===== src/rtl/tk_pkg.sv =====
package tk_pkg;
  localparam int NUM_FIELDS = 7;

  typedef struct packed {
    logic [6:0] year;
    logic [3:0] month;
    logic [2:0] wday;
    logic [4:0] mday;
    logic [4:0] hour;
    logic [5:0] minute;
    logic [5:0] sec;
  } cal_t;

  localparam cal_t CAL_RESET = '{year: 7'd0, month: 4'd1, wday: 3'd0, mday: 5'd1,
                                 hour: 5'd0, minute: 6'd0, sec: 6'd0};

  function automatic logic [4:0] month_len(input logic [3:0] mon, input logic [6:0] yr);
    case (mon)
      4'd2:                      month_len = (yr[1:0] == 2'b00) ? 5'd29 : 5'd28;
      4'd4, 4'd6, 4'd9, 4'd11:   month_len = 5'd30;
      default:                   month_len = 5'd31;
    endcase
  endfunction

  function automatic logic [15:0] cal_get(input cal_t c, input logic [2:0] idx);
    case (idx)
      3'd0:    cal_get = {10'd0, c.sec};
      3'd1:    cal_get = {10'd0, c.minute};
      3'd2:    cal_get = {11'd0, c.hour};
      3'd3:    cal_get = {11'd0, c.mday};
      3'd4:    cal_get = {13'd0, c.wday};
      3'd5:    cal_get = {12'd0, c.month};
      default: cal_get = {9'd0, c.year};
    endcase
  endfunction

  function automatic cal_t cal_set(input cal_t c, input logic [2:0] idx, input logic [15:0] v);
    cal_t r;
    r = c;
    case (idx)
      3'd0:    r.sec    = v[5:0];
      3'd1:    r.minute = v[5:0];
      3'd2:    r.hour   = v[4:0];
      3'd3:    r.mday   = v[4:0];
      3'd4:    r.wday   = v[2:0];
      3'd5:    r.month  = v[3:0];
      default: r.year   = v[6:0];
    endcase
    return r;
  endfunction
endpackage


===== src/rtl/tk_regfile.sv =====
module tk_regfile
  import tk_pkg::*;
#(
  parameter int ADDR_W = 8
) (
  input  logic              clk_i,
  input  logic              rst_ni,
  input  logic              req_i,
  input  logic              we_i,
  input  logic [ADDR_W-1:0] addr_i,
  input  logic [15:0]       wdata_i,
  input  cal_t              live_i,
  input  logic              busy_i,
  output cal_t              shadow_o,
  output logic              trig_o,
  output logic [15:0]       rdata_o
);
  localparam logic [ADDR_W-1:0] STAT_ADDR  = ADDR_W'(8'h00);
  localparam logic [ADDR_W-1:0] TRIG_ADDR  = ADDR_W'(8'h3C);
  localparam int                FIELD_BASE = 8'h0A;
  localparam int                BUSY_BIT   = 6;

  logic [NUM_FIELDS-1:0] fld_hit;
  logic [2:0]            fld_idx;
  cal_t                  sh_q;

  for (genvar g = 0; g < NUM_FIELDS; g++) begin : g_dec
    assign fld_hit[g] = (addr_i == ADDR_W'(FIELD_BASE + 2 * g));
  end

  always_comb begin
    fld_idx = 3'd0;
    for (int i = 0; i < NUM_FIELDS; i++)
      if (fld_hit[i]) fld_idx = 3'(i);
  end

  assign trig_o = req_i && we_i && (addr_i == TRIG_ADDR) && wdata_i[0];

  always_ff @(posedge clk_i or negedge rst_ni) begin
    if (!rst_ni)                         sh_q <= CAL_RESET;
    else if (req_i && we_i && |fld_hit) sh_q <= cal_set(sh_q, fld_idx, wdata_i);
  end

  assign shadow_o = sh_q;

  always_comb begin
    rdata_o = 16'd0;
    if (|fld_hit)                 rdata_o = cal_get(live_i, fld_idx);
    else if (addr_i == STAT_ADDR) rdata_o[BUSY_BIT] = busy_i;
  end
endmodule


===== src/rtl/tk_commit.sv =====
module tk_commit #(
  parameter int BUSY_CYCLES = 4
) (
  input  logic clk_i,
  input  logic rst_ni,
  input  logic trig_i,
  output logic busy_o,
  output logic commit_o
);
  localparam int CNT_W = $clog2(BUSY_CYCLES + 1);

  logic [CNT_W-1:0] cnt_q;
  logic             busy_q;

  always_ff @(posedge clk_i or negedge rst_ni) begin
    if (!rst_ni) begin
      busy_q <= 1'b0;
      cnt_q  <= '0;
    end else if (trig_i && !busy_q) begin
      busy_q <= 1'b1;
      cnt_q  <= CNT_W'(BUSY_CYCLES);
    end else if (busy_q) begin
      if (cnt_q == CNT_W'(1)) begin
        busy_q <= 1'b0;
        cnt_q  <= '0;
      end else begin
        cnt_q <= cnt_q - CNT_W'(1);
      end
    end
  end

  assign busy_o   = busy_q;
  assign commit_o = busy_q && (cnt_q == CNT_W'(1));
endmodule


===== src/rtl/tk_calendar.sv =====
module tk_calendar
  import tk_pkg::*;
(
  input  logic clk_i,
  input  logic rst_ni,
  input  logic tick_i,
  input  logic commit_i,
  input  cal_t load_i,
  output cal_t live_o
);
  cal_t       cal_q, nxt;
  logic [4:0] mlen;

  assign mlen = month_len(cal_q.month, cal_q.year);

  always_comb begin
    nxt = cal_q;
    if (cal_q.sec >= 6'd59) begin
      nxt.sec = 6'd0;
      if (cal_q.minute >= 6'd59) begin
        nxt.minute = 6'd0;
        if (cal_q.hour >= 5'd23) begin
          nxt.hour = 5'd0;
          nxt.wday = (cal_q.wday >= 3'd6) ? 3'd0 : cal_q.wday + 3'd1;
          if (cal_q.mday >= mlen) begin
            nxt.mday = 5'd1;
            if (cal_q.month >= 4'd12) begin
              nxt.month = 4'd1;
              nxt.year  = cal_q.year + 7'd1;
            end else begin
              nxt.month = cal_q.month + 4'd1;
            end
          end else begin
            nxt.mday = cal_q.mday + 5'd1;
          end
        end else begin
          nxt.hour = cal_q.hour + 5'd1;
        end
      end else begin
        nxt.minute = cal_q.minute + 6'd1;
      end
    end else begin
      nxt.sec = cal_q.sec + 6'd1;
    end
  end

  // load has priority; a coincident tick is lost
  always_ff @(posedge clk_i or negedge rst_ni) begin
    if (!rst_ni)       cal_q <= CAL_RESET;
    else if (commit_i) cal_q <= load_i;
    else if (tick_i)   cal_q <= nxt;
  end

  assign live_o = cal_q;
endmodule


===== src/rtl/calendar_timekeeper.sv =====
module calendar_timekeeper
  import tk_pkg::*;
#(
  parameter int ADDR_W      = 8,
  parameter int BUSY_CYCLES = 4
) (
  input  logic              clk_i,
  input  logic              rst_ni,
  input  logic              tick_i,
  input  logic              req_i,
  input  logic              we_i,
  input  logic [ADDR_W-1:0] addr_i,
  input  logic [15:0]       wdata_i,
  output logic [15:0]       rdata_o
);
  cal_t live_cal, shadow_cal;
  logic trig, busy, commit;

  tk_regfile #(.ADDR_W(ADDR_W)) i_regs (
    .clk_i, .rst_ni, .req_i, .we_i, .addr_i, .wdata_i,
    .live_i(live_cal), .busy_i(busy), .shadow_o(shadow_cal),
    .trig_o(trig), .rdata_o
  );

  tk_commit #(.BUSY_CYCLES(BUSY_CYCLES)) i_commit (
    .clk_i, .rst_ni, .trig_i(trig), .busy_o(busy), .commit_o(commit)
  );

  tk_calendar i_cal (
    .clk_i, .rst_ni, .tick_i, .commit_i(commit),
    .load_i(shadow_cal), .live_o(live_cal)
  );
endmodule


===== config.mk =====
export PLATFORM = sky130hd
export DESIGN_NAME = calendar_timekeeper
export DESIGN_NICKNAME = d
export VERILOG_FILES = /design/src/rtl/tk_pkg.sv /design/src/rtl/tk_regfile.sv /design/src/rtl/tk_commit.sv /design/src/rtl/tk_calendar.sv /design/src/rtl/calendar_timekeeper.sv
export SDC_FILE = /design/constraint.sdc
export NUM_CORES = 1
export LEC_CHECK = 0
export CAP_MARGIN = 10
export CELL_PAD_IN_SITES_DETAIL_PLACEMENT = 0
export CELL_PAD_IN_SITES_GLOBAL_PLACEMENT = 2
export CORE_MARGIN = 5
export CORE_UTILIZATION = 44
export CTS_CLUSTER_SIZE = 20
export DETAILED_ROUTE_END_ITERATION = 6
export DONT_BUFFER_PORTS = 1
export GPL_ROUTABILITY_DRIVEN = 0
export PLACE_DENSITY_LB_ADDON = 0.05
export SYNTH_ARGS = -nofsm -noshare
export SYNTH_HDL_FRONTEND = slang
export SYNTH_SLANG_ARGS = --single-unit

===== constraint.sdc =====
create_clock -name clk_i -period 5.1 [get_ports clk_i]
set_clock_uncertainty 0.1 [all_clocks]
set_input_delay 0.51 -clock clk_i [delete_from_list [all_inputs] [get_ports clk_i]]
set_output_delay 0.51 -clock clk_i [all_outputs]
set_load 0.01 [all_outputs]

==> results.py <==
metrics = {
    "floorplan": {
        "core_region_area_um2": 9820,
        "dieArea_um2": 12200,
        "die_height_um": 111,
        "initial_utilization_pct": 45.3,
        "pin_count": 45,
        "num_rows": 36,
        "fp.dieW_um": 111,
    },
    "synthesis": {
        "syn_inst": 447,
        "ys_types": 63,
        "synth_top_family_by_area": "simple AND/OR/NAND/NOR gates",
        "netlist_area_um2": 4440,
        "syn_avg_cell_area_um2": 9.94,
        "synth_mux_area_share_pct": 11.6,
        "synth.top_cell.area_share_pct": 40.5,
        "synth_fa_ha_area_share_pct": 4.50,
        "ys_ff_latch": 76,
        "yosysTopAreaCell": "dfrtp_1",
        "synth_warnings": 0,
        "synth_compound_area_share_pct": 17.3,
        "synth_xor_area_share_pct": 0.197,
        "synth_common_cells": "dfrtp_1, nor2_1, nand2_1",
        "synthTopCellsByArea": "dfrtp_1, mux2_2, ha_1",
        "ys_seq_area_share_pct": 42.9,
        "synth-main-ff-cell": "dfrtp_1",
        "synth-simple-area-share_pct": 18.8,
        "yosys.cell_count.top_type": "dfrtp_1",
        "async_reset_ff_share_pct": 100,
        "synth_enable_flop_cells": 0,
    },
    "sta": {
        "period_needed_ns": 3.13,
        "setup_viol": 0,
        "relSlewSlack_pct": 44.3,
        "hold_viol": 0,
        "tightest_slew_ns": 0.826,
        "min_period_over_period_pct": 61.4,
        "grt_setup_unrepaired": "no",
        "finalSetupTns_ns": 0,
        "final_max_slew_viol_count": 0,
        "fmax_ghz": 0.319,
    },
    "cts": {
        "cts.reportedPaths.clkPinSlew_ns": 0.08,
        "clk_latency_ns": 0.35,
        "htree_levels": 3,
        "clockRootBuffer": "clkbuf_8",
        "cts_tree": "yes",
        "post_cts_buffers": 0,
        "hold_buffers": 2,
        "clock_path_buffers": 2,
        "clkSinkCount": 76,
        "cts_buffers": 9,
        "cts_resized": 0,
    },
    "worst_setup_path": {
        "end_kind": "flop",
        "critical_path.top_delay_family": "compound AO/OA/AOI/OAI gates",
        "cp_cell_sequence": "inv_1 > ha_1 > o21ai_0 > o21ai_0 > o21ai_0 > ha_1 > nand2b_1 > a21oi_1 > o21ai_0 > a311oi_1 > nor3_1",
        "critPathRequiredTime_ns": 5.21,
        "crit_path_start_kind": "flop",
        "path_class": "flop to flop",
        "cp.depth": 11,
        "startpoint": "i_cal.live_o[25]$_DFFE_PN1P_",
        "r2r_start": "i_cal.live_o[25]$_DFFE_PN1P_",
        "crit_end": "i_cal.live_o[30]$_DFFE_PN0P_",
        "path_max_fanout": 6,
        "slowest_stage": "dfstp_2",
        "arrival_ns": 3.25,
        "max_stage_delay_ns": 0.58,
        "ff2ff_path_depth": 11,
        "cp_common_cell": "o21ai_0",
        "critPathBufInv": 1,
        "reg2reg_setup_slack_ns": 1.97,
        "r2r_end": "i_cal.live_o[30]$_DFFE_PN0P_",
    },
    "routing": {
        "antenna_left": 0,
        "drc": 0,
        "viasPerCell": 5.83,
        "wl_per_cell_um": 20.4,
        "routed_wl_mm": 11.8,
        "vias": 3390,
        "drtIter0Drc": 236,
        "first_pass_iters": 5,
    },
    "grt": {
        "track_usage_pct": 19.9,
        "grt_pass1_vias": 3380,
        "grt_max_degree": 77,
        "gr-total-overflow": 0,
        "grt_pass1_wl_mm": 19.3,
        "antenna_found_initial": 1,
    },
    "pwr": {
        "cellPowerDensity_nw_per_um2": 374,
        "leakagePower_nw": 2.13,
        "peakVddDrop_mv": 0.228,
    },
    "finish": {
        "area_growth_pct": 6.90,
        "nets": 488,
        "drive_above_1_share_pct": 16.1,
        "diodes": 0,
        "final_cells": 581,
    },
    "placement": {
        "dp.final_hpwl_mm": 8.44,
        "portBuffers": 0,
        "dp.cells": 563,
    },
    "worst_hold_path": {
        "hold_class": "input pin to flop",
    },
    "status": {
        "outcome": "finished clean",
    },
    "flow_run": {
        "cap_violations": 0,
    },
}
-- worst register-to-register path, delay by kind of cell (launching register included) --
family / cells / cell delay (ns)
and+or+nand+nor: 2 / 0.24
adders and majority gates: 2 / 0.46
AOI/OAI and AO/OA: 6 / 1.53
buffers and inverters: 1 / 0.09
DFF: 1 / 0.58
-- where the power goes --
group,internal (W),switching (W)
sequential,0.000711,0.000154
clock,0.000253,0.000229
combinational,0.000198,0.000231
total,0.00116,0.000614
-- registers in the layout (all words and copies together) (netlist names) --
signal           count
i_cal.live_o        36
i_commit.busy_o      1
i_commit.cnt_q       3
i_regs.shadow_o     36
-- cells in the final DEF, fill, tap and decap left out, drive strengths merged, types with 2 or more instances in the layout --
| master | instances |
|---|---|
| nor3b | 5 |
| nor4b | 2 |
| o21ai | 35 |
| a221o | 3 |
| nand3b | 2 |
| nand2 | 38 |
| nand4 | 6 |
| buf | 3 |
| a221oi | 4 |
| o31ai | 4 |
| nor2b | 2 |
| a22oi | 7 |
| nor3 | 10 |
| o311ai | 3 |
| mux2 | 45 |
| a21o | 3 |
| and3 | 11 |
| and2 | 6 |
| clkinv | 3 |
| o2111a | 2 |
| ha | 16 |
| or3 | 6 |
| a31oi | 17 |
| a311oi | 2 |
| nor2 | 38 |
| dfstp | 4 |
| o21a | 4 |
| clkbuf | 12 |
| nand2b | 2 |
| dfrtp | 72 |
| inv | 16 |
| nor4 | 4 |
| a211oi | 8 |
| a21oi | 14 |
| nand3 | 15 |
| conb | 9 |
-- cell type report --
class	instances	area, um^2
Inverter	16	60.1
Clock buffer	12	155
Timing Repair Buffer	4	52.6
Fill cell	985	5070
Clock inverter	4	48.8
Multi-Input combinational cell	336	2360
Sequential cell	76	1910
Tap cell	133	166
-- metal layers --
metal,share of wire [%],up-vias,GRT usage [%]
li1,-,1626,-
met1,47,1682,29.1
met2,45,72,29.7
met3,6.7,10,4.70
met4,1.1,0,4.52
met5,0,-,0
-- stage by stage --
step	setup slack (ns)	instance area, um^2	power, W	hold slack (ns)	utilization, %
6_report	1.97	4750	0.00177	0.193	48.4
5_1_grt	1.69	4750	0.00191	0.174	48.4
4_1_cts	1.97	4750	0.00179	0.179	48.4
3_5_place_dp	2.01	4510	0.00129	0.117	45.9
3_3_place_gp	2.02	4510	0.00128	0.117	45.9
2_1_floorplan	2.38	4470	0.00117	0.114	-
-- cells by family (layout without fill, tap and decap cells) --
| kind of cell | after synthesis | in the layout |
|---|---|---|
| AOI/OAI and AO/OA | 114 | 114 |
| xor gates and xnor gates | 1 | 1 |
| and+or+nand+nor | 150 | 150 |
| other | 1 | 9 |
| DFF | 76 | 76 |
| adders and majority gates | 16 | 16 |
| muxes | 46 | 46 |
| buffers and inverters | 43 | 36 |
-- worst min-delay path by stage --
stage	from	end	slack, ns	depth (start not counted)
3_3_place_gp	rst_ni	i_regs.shadow_o[14]$_DFFE_PN0P_	0.12	0
4_1_cts	wdata_i[2]	i_regs.shadow_o[27]$_DFFE_PN0P_	0.18	1
6_report	wdata_i[2]	i_regs.shadow_o[27]$_DFFE_PN0P_	0.19	1
3_5_place_dp	rst_ni	i_regs.shadow_o[14]$_DFFE_PN0P_	0.12	0
5_1_grt	wdata_i[5]	i_regs.shadow_o[34]$_DFFE_PN0P_	0.17	1
2_1_floorplan	rst_ni	i_cal.live_o[0]$_DFFE_PN0P_	0.11	0
Power figures use the tool's default switching activity.
